<file path="src/rtl/mac_pkg.sv">
package mac_pkg;
  localparam int unsigned MODE_W   = 5;
  localparam int unsigned HALF_BIT = 4;
  localparam int unsigned FLAG_W   = 4;
  localparam logic [3:0] OP_READ   = 4'h3;
  localparam logic [3:0] OP_MAC    = 4'h7;
  localparam logic [FLAG_W-1:0] FLAGS_OVF  = 4'b0100;
  localparam logic [FLAG_W-1:0] FLAGS_NONE = 4'b0000;
endpackage

</file>
<file path="src/rtl/mac_mode_reg.sv">
module mac_mode_reg #(
  parameter int unsigned MW = 5
) (
  input  logic          clk,
  input  logic          rst,
  input  logic          wr,
  input  logic [MW-1:0] din,
  output logic [MW-1:0] q
);
  always_ff @(posedge clk) begin
    if (rst)     q <= '0;
    else if (wr) q <= din;
  end
endmodule

</file>
<file path="src/rtl/mac_arith.sv">
module mac_arith #(
  parameter int unsigned DW   = 16,
  parameter int unsigned IMMW = 7,
  localparam int unsigned AW  = 2 * DW
) (
  input  logic [DW-1:0]   a,
  input  logic [DW-1:0]   b,
  input  logic            use_imm,
  input  logic [IMMW-1:0] imm,
  input  logic [AW-1:0]   acc,
  output logic [AW-1:0]   sum,
  output logic            ovf
);
  logic [DW-1:0] opb;
  logic signed [AW-1:0] prod;

  assign opb  = use_imm ? {{(DW-IMMW){imm[IMMW-1]}}, imm} : b;
  assign prod = $signed(a) * $signed(opb);
  assign sum  = acc + prod;
  // same operand signs, result sign flipped
  assign ovf  = (prod[AW-1] == acc[AW-1]) && (sum[AW-1] != acc[AW-1]);
endmodule

</file>
<file path="src/rtl/mac_state.sv">
module mac_state
  import mac_pkg::*;
#(
  parameter int unsigned AW = 32
) (
  input  logic              clk,
  input  logic              rst,
  input  logic              fire,
  input  logic [3:0]        op,
  input  logic [AW-1:0]     sum,
  input  logic              ovf,
  output logic [AW-1:0]     acc_q,
  output logic [FLAG_W-1:0] flags_q
);
  always_ff @(posedge clk) begin
    if (rst) begin
      acc_q   <= '0;
      flags_q <= FLAGS_NONE;
    end else if (fire) begin
      unique case (op)
        OP_MAC: begin
          acc_q   <= sum;
          flags_q <= ovf ? FLAGS_OVF : FLAGS_NONE;
        end
        OP_READ: ;
        default: flags_q <= FLAGS_NONE;
      endcase
    end
  end
endmodule

</file>
<file path="src/rtl/mac_copro.sv">
module mac_copro
  import mac_pkg::*;
#(
  parameter int unsigned DW   = 16,
  parameter int unsigned IMMW = 7,
  localparam int unsigned AW  = 2 * DW
) (
  input  logic              clk,
  input  logic              rst,
  input  logic              mode_wr,
  input  logic [MODE_W-1:0] mode_din,
  input  logic              in_valid,
  output logic              in_ready,
  input  logic [DW-1:0]     arg_a,
  input  logic [DW-1:0]     arg_b,
  input  logic              use_imm,
  input  logic [IMMW-1:0]   imm,
  output logic [DW-1:0]     res_out,
  output logic [FLAG_W-1:0] flags
);
  logic [MODE_W-1:0] mode_q;
  logic [AW-1:0]     acc_q;
  logic [AW-1:0]     sum;
  logic              ovf;
  logic              fire;

  assign in_ready = 1'b1;
  assign fire     = in_valid & in_ready;

  mac_mode_reg #(.MW(MODE_W)) u_mode (
    .clk(clk), .rst(rst), .wr(mode_wr), .din(mode_din), .q(mode_q)
  );

  mac_arith #(.DW(DW), .IMMW(IMMW)) u_arith (
    .a(arg_a), .b(arg_b), .use_imm(use_imm), .imm(imm),
    .acc(acc_q), .sum(sum), .ovf(ovf)
  );

  mac_state #(.AW(AW)) u_state (
    .clk(clk), .rst(rst), .fire(fire), .op(mode_q[3:0]),
    .sum(sum), .ovf(ovf), .acc_q(acc_q), .flags_q(flags)
  );

  assign res_out = mode_q[HALF_BIT] ? acc_q[AW-1:DW] : acc_q[DW-1:0];
endmodule

</file>
<file path="config.mk">
export PLATFORM = sky130hd
export DESIGN_NAME = mac_copro
export DESIGN_NICKNAME = d
export VERILOG_FILES = /design/src/rtl/mac_pkg.sv /design/src/rtl/mac_mode_reg.sv /design/src/rtl/mac_arith.sv /design/src/rtl/mac_state.sv /design/src/rtl/mac_copro.sv
export SDC_FILE = /design/constraint.sdc
export NUM_CORES = 1
export LEC_CHECK = 0
export ABC_AREA = 1
export BUFFER_PORTS_ARGS = -buffer_cell sky130_fd_sc_hd__buf_2
export CORE_AREA = 3 3 143 172
export CTS_BUF_LIST = sky130_fd_sc_hd__clkbuf_8
export CTS_CLUSTER_SIZE = 30
export DETAILED_ROUTE_END_ITERATION = 7
export DIE_AREA = 0 0 146 175
export PLACE_DENSITY = 0.83
export SYNTH_ARGS = -nofsm -noshare
export SYNTH_HDL_FRONTEND = slang
export SYNTH_HIERARCHICAL = 1
export SYNTH_SLANG_ARGS = --single-unit
</file>
<file path="constraint.sdc">
create_clock -name clk -period 9 [get_ports clk]
set_input_delay 0.9 -clock clk [delete_from_list [all_inputs] [get_ports clk]]
set_output_delay 0.9 -clock clk [all_outputs]
set_load 0.005 [all_outputs]
</file>
==> Implementation_results.wiki, run 1 <==
{| class="wikitable"
! Metric !! Value
|-
| Total negative setup slack || 0 ns
|-
| Cell depth of the worst min-delay path || 2
|-
| Hold worst-path end || u_mode/q[1]$_SDFFE_PP0P_
|-
| Reg-to-Reg Start || u_state/acc_q[0]$_SDFFE_PP0P_
|-
| Post-synthesis register bit count || 38
|-
| Port Buf Inserts || 65
|-
| Final setup fails || 0
|-
| Via count || 12,100
|-
| Antenna violations before repair || 0
|-
| Fraction of the yosys area taken by sequential cells || 0.0535
|-
| Vert. Die Dim || 175 um
|-
| Clock latency of the later-clocked register in the worst-skew pair || 0.30 ns
|-
| Maximum number of buffers from clock root to sink || 2
|-
| Commonest non-fill, non-tap cell in the layout || sky130_fd_sc_hd__inv_1
|-
| Final critical-path required period || 8.54 ns
|-
| Worst-path maximum fanout || 9
|-
| Hold Crit Class || reg2reg
|-
| DR iter-0 viols || 701
|-
| Grt met2 use || 0.558
|-
| Fraction of final layout cells sized beyond drive strength 1 || 0.130
|-
| Required time of the critical path || 9.23 ns
|-
| Relative area change from synthesis to final layout || 4.74%
|-
| Clock buffers created by TritonCTS || 5
|-
| Maximum number of pins on one net before global-route repair || 36
|-
| Worst setup SP type || input port
|-
| Warning count from the yosys run || 6
|-
| Area of the multi-input gates || 11,600 um^2
|-
| Leading cell types in the layout, fill and taps excluded || sky130_fd_sc_hd__inv_1 (398), sky130_fd_sc_hd__nand2_1 (365), sky130_fd_sc_hd__fa_1 (263)
|-
| Count of mapped cells out of synthesis || 1,847
|-
| Yosys cell types || 50
|-
| Depth of the CTS H-tree || 2
|-
| Inst Count DP || 2,201
|-
| Global routing's busiest layer || met2
|-
| Final setup skew || 0.00339 ns
|-
| Fill cell count || 2,024
|-
| Leftover overflow at the end of global routing || 0
|-
| Initial Util || 0.614
|-
| Sum of routed wire length over all layers || 38.6 mm
|-
| Crit path kind || in2reg
|-
| Post-synthesis cell area || 14,200 um^2
|-
| Asr flop ratio synth || 0
|-
| Global-route wire length before repair || 63.6 mm
|-
| Worst stage delay on the critical path || 0.69 ns
|-
| Core Box Area || 23,100 um^2
|-
| Non-filler cells in the finished layout || 2,212
|-
| Met1 routing resource usage after global routing || 0.371
|-
| Endpoint class of the critical path || flip-flop
|-
| Status || finished, final reports clean
|-
| Die Outline Area || 25,600 um^2
|-
| Post-DR vias/cell || 5.48
|-
| Die X-Extent || 146 um
|-
| Count of antenna-violating nets left after detailed routing || 0
|-
| Antenna diode count || 0
|-
| Final hold violation count || 0
|-
| Estimated wirelength of the detail-placed design || 33.0 mm
|-
| First-pass detailed-route iteration total || 5
|-
| CTS tree || built
|-
| Total clock sinks || 38
|-
| WL/cell || 17.4 um
|-
| Number of cells on the worst reg-to-reg path || 13
|-
| DR DRC count || 0
|-
| Vias in the first global route || 12,900
|-
| Max_slew headroom || 0.337
|-
| Setup slack on the worst flop-to-flop path || 6.54 ns
|-
| Placement Rows || 61
|-
| Final weighted congestion of routability-driven global placement || 1.02
|-
| Combined flip-flop and latch cell area || 761 um^2
|-
| Net count reported at finish || 2,322
|-
| Period utilization || 0.949
|-
| Least-Margin Pin Slew || 0.994 ns
|-
| GR Util met3 || 0.0316
|-
| Data arrival, critical path || 8.77 ns
|-
| Upper clock frequency limit || 117 MHz
|-
| Root buffer cell || sky130_fd_sc_hd__clkbuf_8
|-
| Reg-to-reg endpoint || u_state/acc_q[28]$_SDFFE_PP0P_
|-
| Hold wc startpoint || u_mode/q[1]$_SDFFE_PP0P_
|-
| Most Frequent Cell on Critical Path || sky130_fd_sc_hd__fa_1
|-
| Total I/O pin count || 70
|-
| Total of max-cap violations || 0
|-
| Clock transition time at the flip-flop clock pins of the worst setup and hold paths || 0.08 ns
|-
| Number of pins with negative max-slew slack in the final report || 0
|-
| GRT Util Overall || 0.310
|-
| Master of the slowest instance on the critical path || sky130_fd_sc_hd__fa_1
|-
| Number of enable flip-flop cells after synthesis || 0
|-
| Average footprint of a synthesized cell || 7.69 um^2
|-
| Top_reg_cell synth || sky130_fd_sc_hd__dfxtp_1
|}
## worst max path at each step
stage                        from                               to  cells after the start
after floorplan           use_imm  u_state/flags_q[2]$_SDFFE_PP0P_                     39
after global placement    use_imm  u_state/flags_q[2]$_SDFFE_PP0P_                     36
after detailed placement  use_imm  u_state/flags_q[2]$_SDFFE_PP0P_                     35
after CTS                 use_imm  u_state/flags_q[2]$_SDFFE_PP0P_                     35
after global routing      use_imm  u_state/flags_q[2]$_SDFFE_PP0P_                     36
final                     use_imm  u_state/flags_q[2]$_SDFFE_PP0P_                     34
## critical path: cells and delay by family
| kind | cells | cell delay [ns] |
|---|---|---|
| buffers and inverters | 7 | 0.99 |
| AOI/OAI and AO/OA | 5 | 0.81 |
| adders and majority gates | 8 | 4.01 |
| xor gates and xnor gates | 1 | 0.19 |
| and+or+nand+nor | 13 | 1.86 |
## kinds of logic after synthesis
| logic type | count (synthesis) | share of synthesized area |
|---|---|---|
| AO/OA/AOI/OAI | 172 | 0.0781 |
| XOR/XNOR | 47 | 0.0290 |
| adder cells (fa/ha/maj) | 376 | 0.470 |
| buffers and inverters | 466 | 0.134 |
| flip-flops | 38 | 0.0535 |
| multiplexers | 2 | 0.00141 |
| other | 2 | 0.000529 |
| AND/OR/NAND/NOR | 744 | 0.233 |
## per-layer routing
| metal | vias up | routed length, um |
|---|---|---|
| met3 | 145 | 2520 |
| met4 | 0 | 2360 |
| met5 | - | 0 |
| met1 | 5779 | 14300 |
| li1 | 5625 | - |
| met2 | 580 | 19400 |
## final cells by class
| type | instances | area share |
|---|---|---|
| multi-input cells | 1345 | 0.777 |
| inverters | 417 | 0.106 |
| flip-flops and latches | 38 | 0.0511 |
| repair buffers | 90 | 0.0345 |
| well taps | 315 | 0.0265 |
| clock buffers | 5 | 0.00462 |
| clock inverters | 2 | 0.000673 |
## cell usage after synthesis, types with 2 or more instances
cell type | number | area share
sky130_fd_sc_hd__nor2_1 | 213 | 0.056
sky130_fd_sc_hd__a31oi_1 | 3 | 0.0013
sky130_fd_sc_hd__o21bai_1 | 2 | 0.0011
sky130_fd_sc_hd__buf_6 | 6 | 0.0048
sky130_fd_sc_hd__o21a_1 | 2 | 0.0011
sky130_fd_sc_hd__inv_2 | 7 | 0.0018
sky130_fd_sc_hd__nor2_2 | 2 | 0.00088
sky130_fd_sc_hd__o221ai_1 | 2 | 0.0012
sky130_fd_sc_hd__buf_12 | 4 | 0.0056
sky130_fd_sc_hd__a21oi_2 | 36 | 0.022
sky130_fd_sc_hd__a21oi_1 | 73 | 0.026
sky130_fd_sc_hd__ha_1 | 113 | 0.10
sky130_fd_sc_hd__o21ai_2 | 2 | 0.0012
sky130_fd_sc_hd__fa_1 | 263 | 0.37
sky130_fd_sc_hd__xor2_1 | 33 | 0.020
sky130_fd_sc_hd__inv_1 | 401 | 0.11
sky130_fd_sc_hd__buf_4 | 8 | 0.0042
sky130_fd_sc_hd__buf_1 | 7 | 0.0018
sky130_fd_sc_hd__mux2i_1 | 2 | 0.0014
sky130_fd_sc_hd__nand2_2 | 41 | 0.018
sky130_fd_sc_hd__or2_2 | 8 | 0.0035
sky130_fd_sc_hd__nor3_2 | 4 | 0.0028
sky130_fd_sc_hd__o21ai_0 | 24 | 0.0085
sky130_fd_sc_hd__nor3_1 | 7 | 0.0025
sky130_fd_sc_hd__clkinv_1 | 8 | 0.0021
sky130_fd_sc_hd__nand3_2 | 34 | 0.024
sky130_fd_sc_hd__dfxtp_1 | 38 | 0.054
sky130_fd_sc_hd__a21oi_4 | 4 | 0.0046
sky130_fd_sc_hd__nand4_1 | 10 | 0.0044
sky130_fd_sc_hd__nand3_1 | 51 | 0.018
sky130_fd_sc_hd__clkbuf_1 | 12 | 0.0032
sky130_fd_sc_hd__a21o_1 | 9 | 0.0048
sky130_fd_sc_hd__conb_1 | 2 | 0.00053
sky130_fd_sc_hd__o21ai_1 | 10 | 0.0035
sky130_fd_sc_hd__nand2_1 | 367 | 0.097
sky130_fd_sc_hd__buf_2 | 12 | 0.0042
sky130_fd_sc_hd__xnor2_1 | 14 | 0.0086
## sequential cells by signal, indices dropped and copies added, names as in the netlist
signal / cells
u_state/acc_q: 32
u_mode/q: 5
u_state/flags_q: 1
## through the flow
step           cell area [um^2]   util  hold slack, ns  setup slack, ns
2_1_floorplan             14200      -           0.449             1.27
5_1_grt                   14900  0.643           0.512          -0.0171
6_report                  14900  0.643           0.474            0.457
4_1_cts                   14800  0.641           0.474            0.324
3_5_place_dp              14800  0.638           0.464           0.0406
3_3_place_gp              14800  0.638           0.459            0.211
## what timing repair did
action / 4_1_cts / 5_1_grt
buffers inserted: 0 / 4
gates resized for setup: 0 / 7
hold endpoints to repair: 0 / 0
hold buffers: 0 / 0
setup endpoints to repair: 0 / 2
Power of run 1 is not shown: default switching activity piles up to over one toggle a cycle in this logic, so the estimate is an artifact.
==> run 2: changes to the inputs <==
CORE_AREA = 3 3 151 183   (was 3 3 143 172)
DIE_AREA = 0 0 154 186   (was 0 0 146 175)
PLACE_DENSITY = 0.76   (was 0.83)
==> Implementation_results.wiki, run 2 (synthesis gave the netlist of run 1 again) <==
{| class="wikitable"
! Metric !! Value
|-
| Clock transition time at the flip-flop clock pins of the worst setup and hold paths || 0.08 ns (about the same)
|-
| Endpoint class of the critical path || flip-flop
|-
| Die Outline Area || 28,600 um^2 (+12%)
|-
| Root buffer cell || sky130_fd_sc_hd__clkbuf_8
|-
| Maximum number of buffers from clock root to sink || 2 (unchanged)
|-
| Final setup fails || 0 (unchanged)
|-
| Data arrival, critical path || 8.62 ns (-0.15 ns)
|-
| Crit path kind || in2reg
|-
| Status || finished, final reports clean
|-
| Commonest non-fill, non-tap cell in the layout || sky130_fd_sc_hd__inv_1
|-
| Number of cells upsized or downsized after cts || 0 (unchanged)
|-
| Core Box Area || 26,100 um^2 (+13%)
|-
| Port Buf Inserts || 65 (unchanged)
|-
| Die X-Extent || 154 um (+5.5%)
|-
| WL/cell || 17.1 um (-1.7%)
|-
| Required time of the critical path || 9.15 ns (-0.08 ns)
|-
| Hold Crit Class || reg2reg
|-
| DR iter-0 viols || 684 (-2.4%)
|-
| Master of the slowest instance on the critical path || sky130_fd_sc_hd__fa_1
|-
| Antenna diode count || 0 (unchanged)
|-
| Total I/O pin count || 70 (unchanged)
|-
| CTS tree || built
|-
| Final critical-path required period || 8.47 ns (-0.0773 ns)
|-
| Number of pins with negative max-slew slack in the final report || 0 (unchanged)
|-
| Initial Util || 0.544 (-0.0701)
|-
| Period utilization || 0.941 (-0.00859)
|-
| RSZ-0062 raised after global routing || no
|-
| Depth of the CTS H-tree || 2 (unchanged)
|-
| Sum of routed wire length over all layers || 38.4 mm (-0.49%)
|-
| Setup slack on the worst flop-to-flop path || 6.52 ns (-0.02 ns)
|-
| Max_slew headroom || 0.291 (-0.0465)
|-
| GRT Util Overall || 0.279 (-0.0307)
|-
| Upper clock frequency limit || 118 MHz (+0.91%)
|-
| Total clock sinks || 38 (unchanged)
|-
| Total of max-cap violations || 0 (unchanged)
|-
| Final hold violation count || 0 (unchanged)
|-
| Final weighted congestion of routability-driven global placement || 0.955 (-6.0%)
|-
| First-pass detailed-route iteration total || 5 (unchanged)
|-
| Estimated wirelength of the detail-placed design || 33.3 mm (+0.98%)
|-
| Global-route wire length before repair || 63.9 mm (+0.39%)
|-
| CTS Hold Bufs || 0 (unchanged)
|-
| Leftover overflow at the end of global routing || 0 (unchanged)
|-
| Worst stage delay on the critical path || 0.64 ns (-0.05 ns)
|-
| Fill cell count || 2,496 (+23%)
|-
| Largest registers ranked by flip-flop count || u_state/acc_q (32), u_mode/q (5), u_state/flags_q (1)
|-
| Net count reported at finish || 2,329 (+0.30%)
|-
| Post-CTS setup buffers || 0 (unchanged)
|-
| Vias in the first global route || 12,600 (-2.6%)
|-
| Post-DR vias/cell || 5.33 (-2.8%)
|-
| Total negative setup slack || 0 ns (unchanged)
|-
| Register bank with the most flops || u_state/acc_q
|-
| DR DRC count || 0 (unchanged)
|-
| Vert. Die Dim || 186 um (+6.3%)
|-
| Leading cell types in the layout, fill and taps excluded || sky130_fd_sc_hd__inv_1 (402), sky130_fd_sc_hd__nand2_1 (367), sky130_fd_sc_hd__fa_1 (263)
|-
| Clock buffers created by TritonCTS || 5 (unchanged)
|-
| Antenna violations before repair || 0 (unchanged)
|-
| Worst-path maximum fanout || 9 (unchanged)
|-
| Count of antenna-violating nets left after detailed routing || 0 (unchanged)
|-
| Clock latency of the later-clocked register in the worst-skew pair || 0.31 ns (about the same)
|-
| Least-Margin Pin Slew || 1.06 ns (+0.0698 ns)
|-
| Placement Rows || 65 (+6.6%)
|-
| Fraction of final layout cells sized beyond drive strength 1 || 0.130 (about the same)
|-
| Maximum number of pins on one net before global-route repair || 36 (unchanged)
|-
| Final setup skew || 0.00583 ns (+0.00244 ns)
|-
| Max FFs per register || 32 (unchanged)
|-
| Via count || 11,900 (-1.6%)
|-
| Worst setup SP type || input port
|-
| Relative area change from synthesis to final layout || 5.28%
|}
==> run 2: changes by cell type in the layout (fill, tap and decap cells not counted), sizes merged <==
cell      previous run  this run
inv                408       410
clkinvlp             1         0
clkbuf               5         6
buf                 90        97
clkinv              10         9
==> run 2: area by class of cell <==
class / count / area, um^2 / area share
multi-input combinational: 1345 / 11500 / 0.772
inverter: 417 / 1570 / 0.105
sequential: 38 / 761 / 0.0509
timing repair buffer: 97 / 566 / 0.0378
tap: 335 / 419 / 0.0280
clock buffer: 6 / 82.6 / 0.00552
clock inverter: 2 / 8.76 / 0.000586
==> run 2: metrics by stage <==
stage / cell area [um^2] / util / hold slack (ns) / setup WS (ns) / std cells
6_report: 15000 / 0.573 / 0.476 / 0.534 / 2240
5_1_grt: 15000 / 0.573 / 0.515 / 0.00817 / 2240
4_1_cts: 15000 / 0.573 / 0.474 / 0.398 / 2240
3_5_place_dp: 14900 / 0.569 / 0.457 / 0.0869 / 2232
3_3_place_gp: 14900 / 0.569 / 0.463 / 0.123 / 2232
2_1_floorplan: 14200 / - / 0.449 / 1.27 / 1849
==> run 2: worst max-delay path, delay by kind of cell <==
family,cells,cell delay [ns]
XOR/XNOR,1,0.12
adder cells (fa/ha/maj),8,3.93
buffers and inverters,7,1.01
AND/OR/NAND/NOR,16,2.46
AO/OA/AOI/OAI,2,0.18
==> run 2: worst paths after layout <==
path | end | from | cells past startpoint
setup / recovery | u_state/flags_q[2]$_SDFFE_PP0P_ | use_imm | 34
setup reg to reg | u_state/acc_q[28]$_SDFFE_PP0P_ | u_state/acc_q[0]$_SDFFE_PP0P_ | 13
hold reg to reg | u_state/flags_q[2]$_SDFFE_PP0P_ | u_state/flags_q[2]$_SDFFE_PP0P_ | 2
hold / removal | u_state/flags_q[2]$_SDFFE_PP0P_ | u_state/flags_q[2]$_SDFFE_PP0P_ | 2
==> run 2: layer usage <==
layer  global-route usage  wire length, um
met1                0.340            14800
met3               0.0179             1770
met2                0.506            19700
met5                    0                0
met4                0.131             2130
Power of run 2 is left out for the same reason.
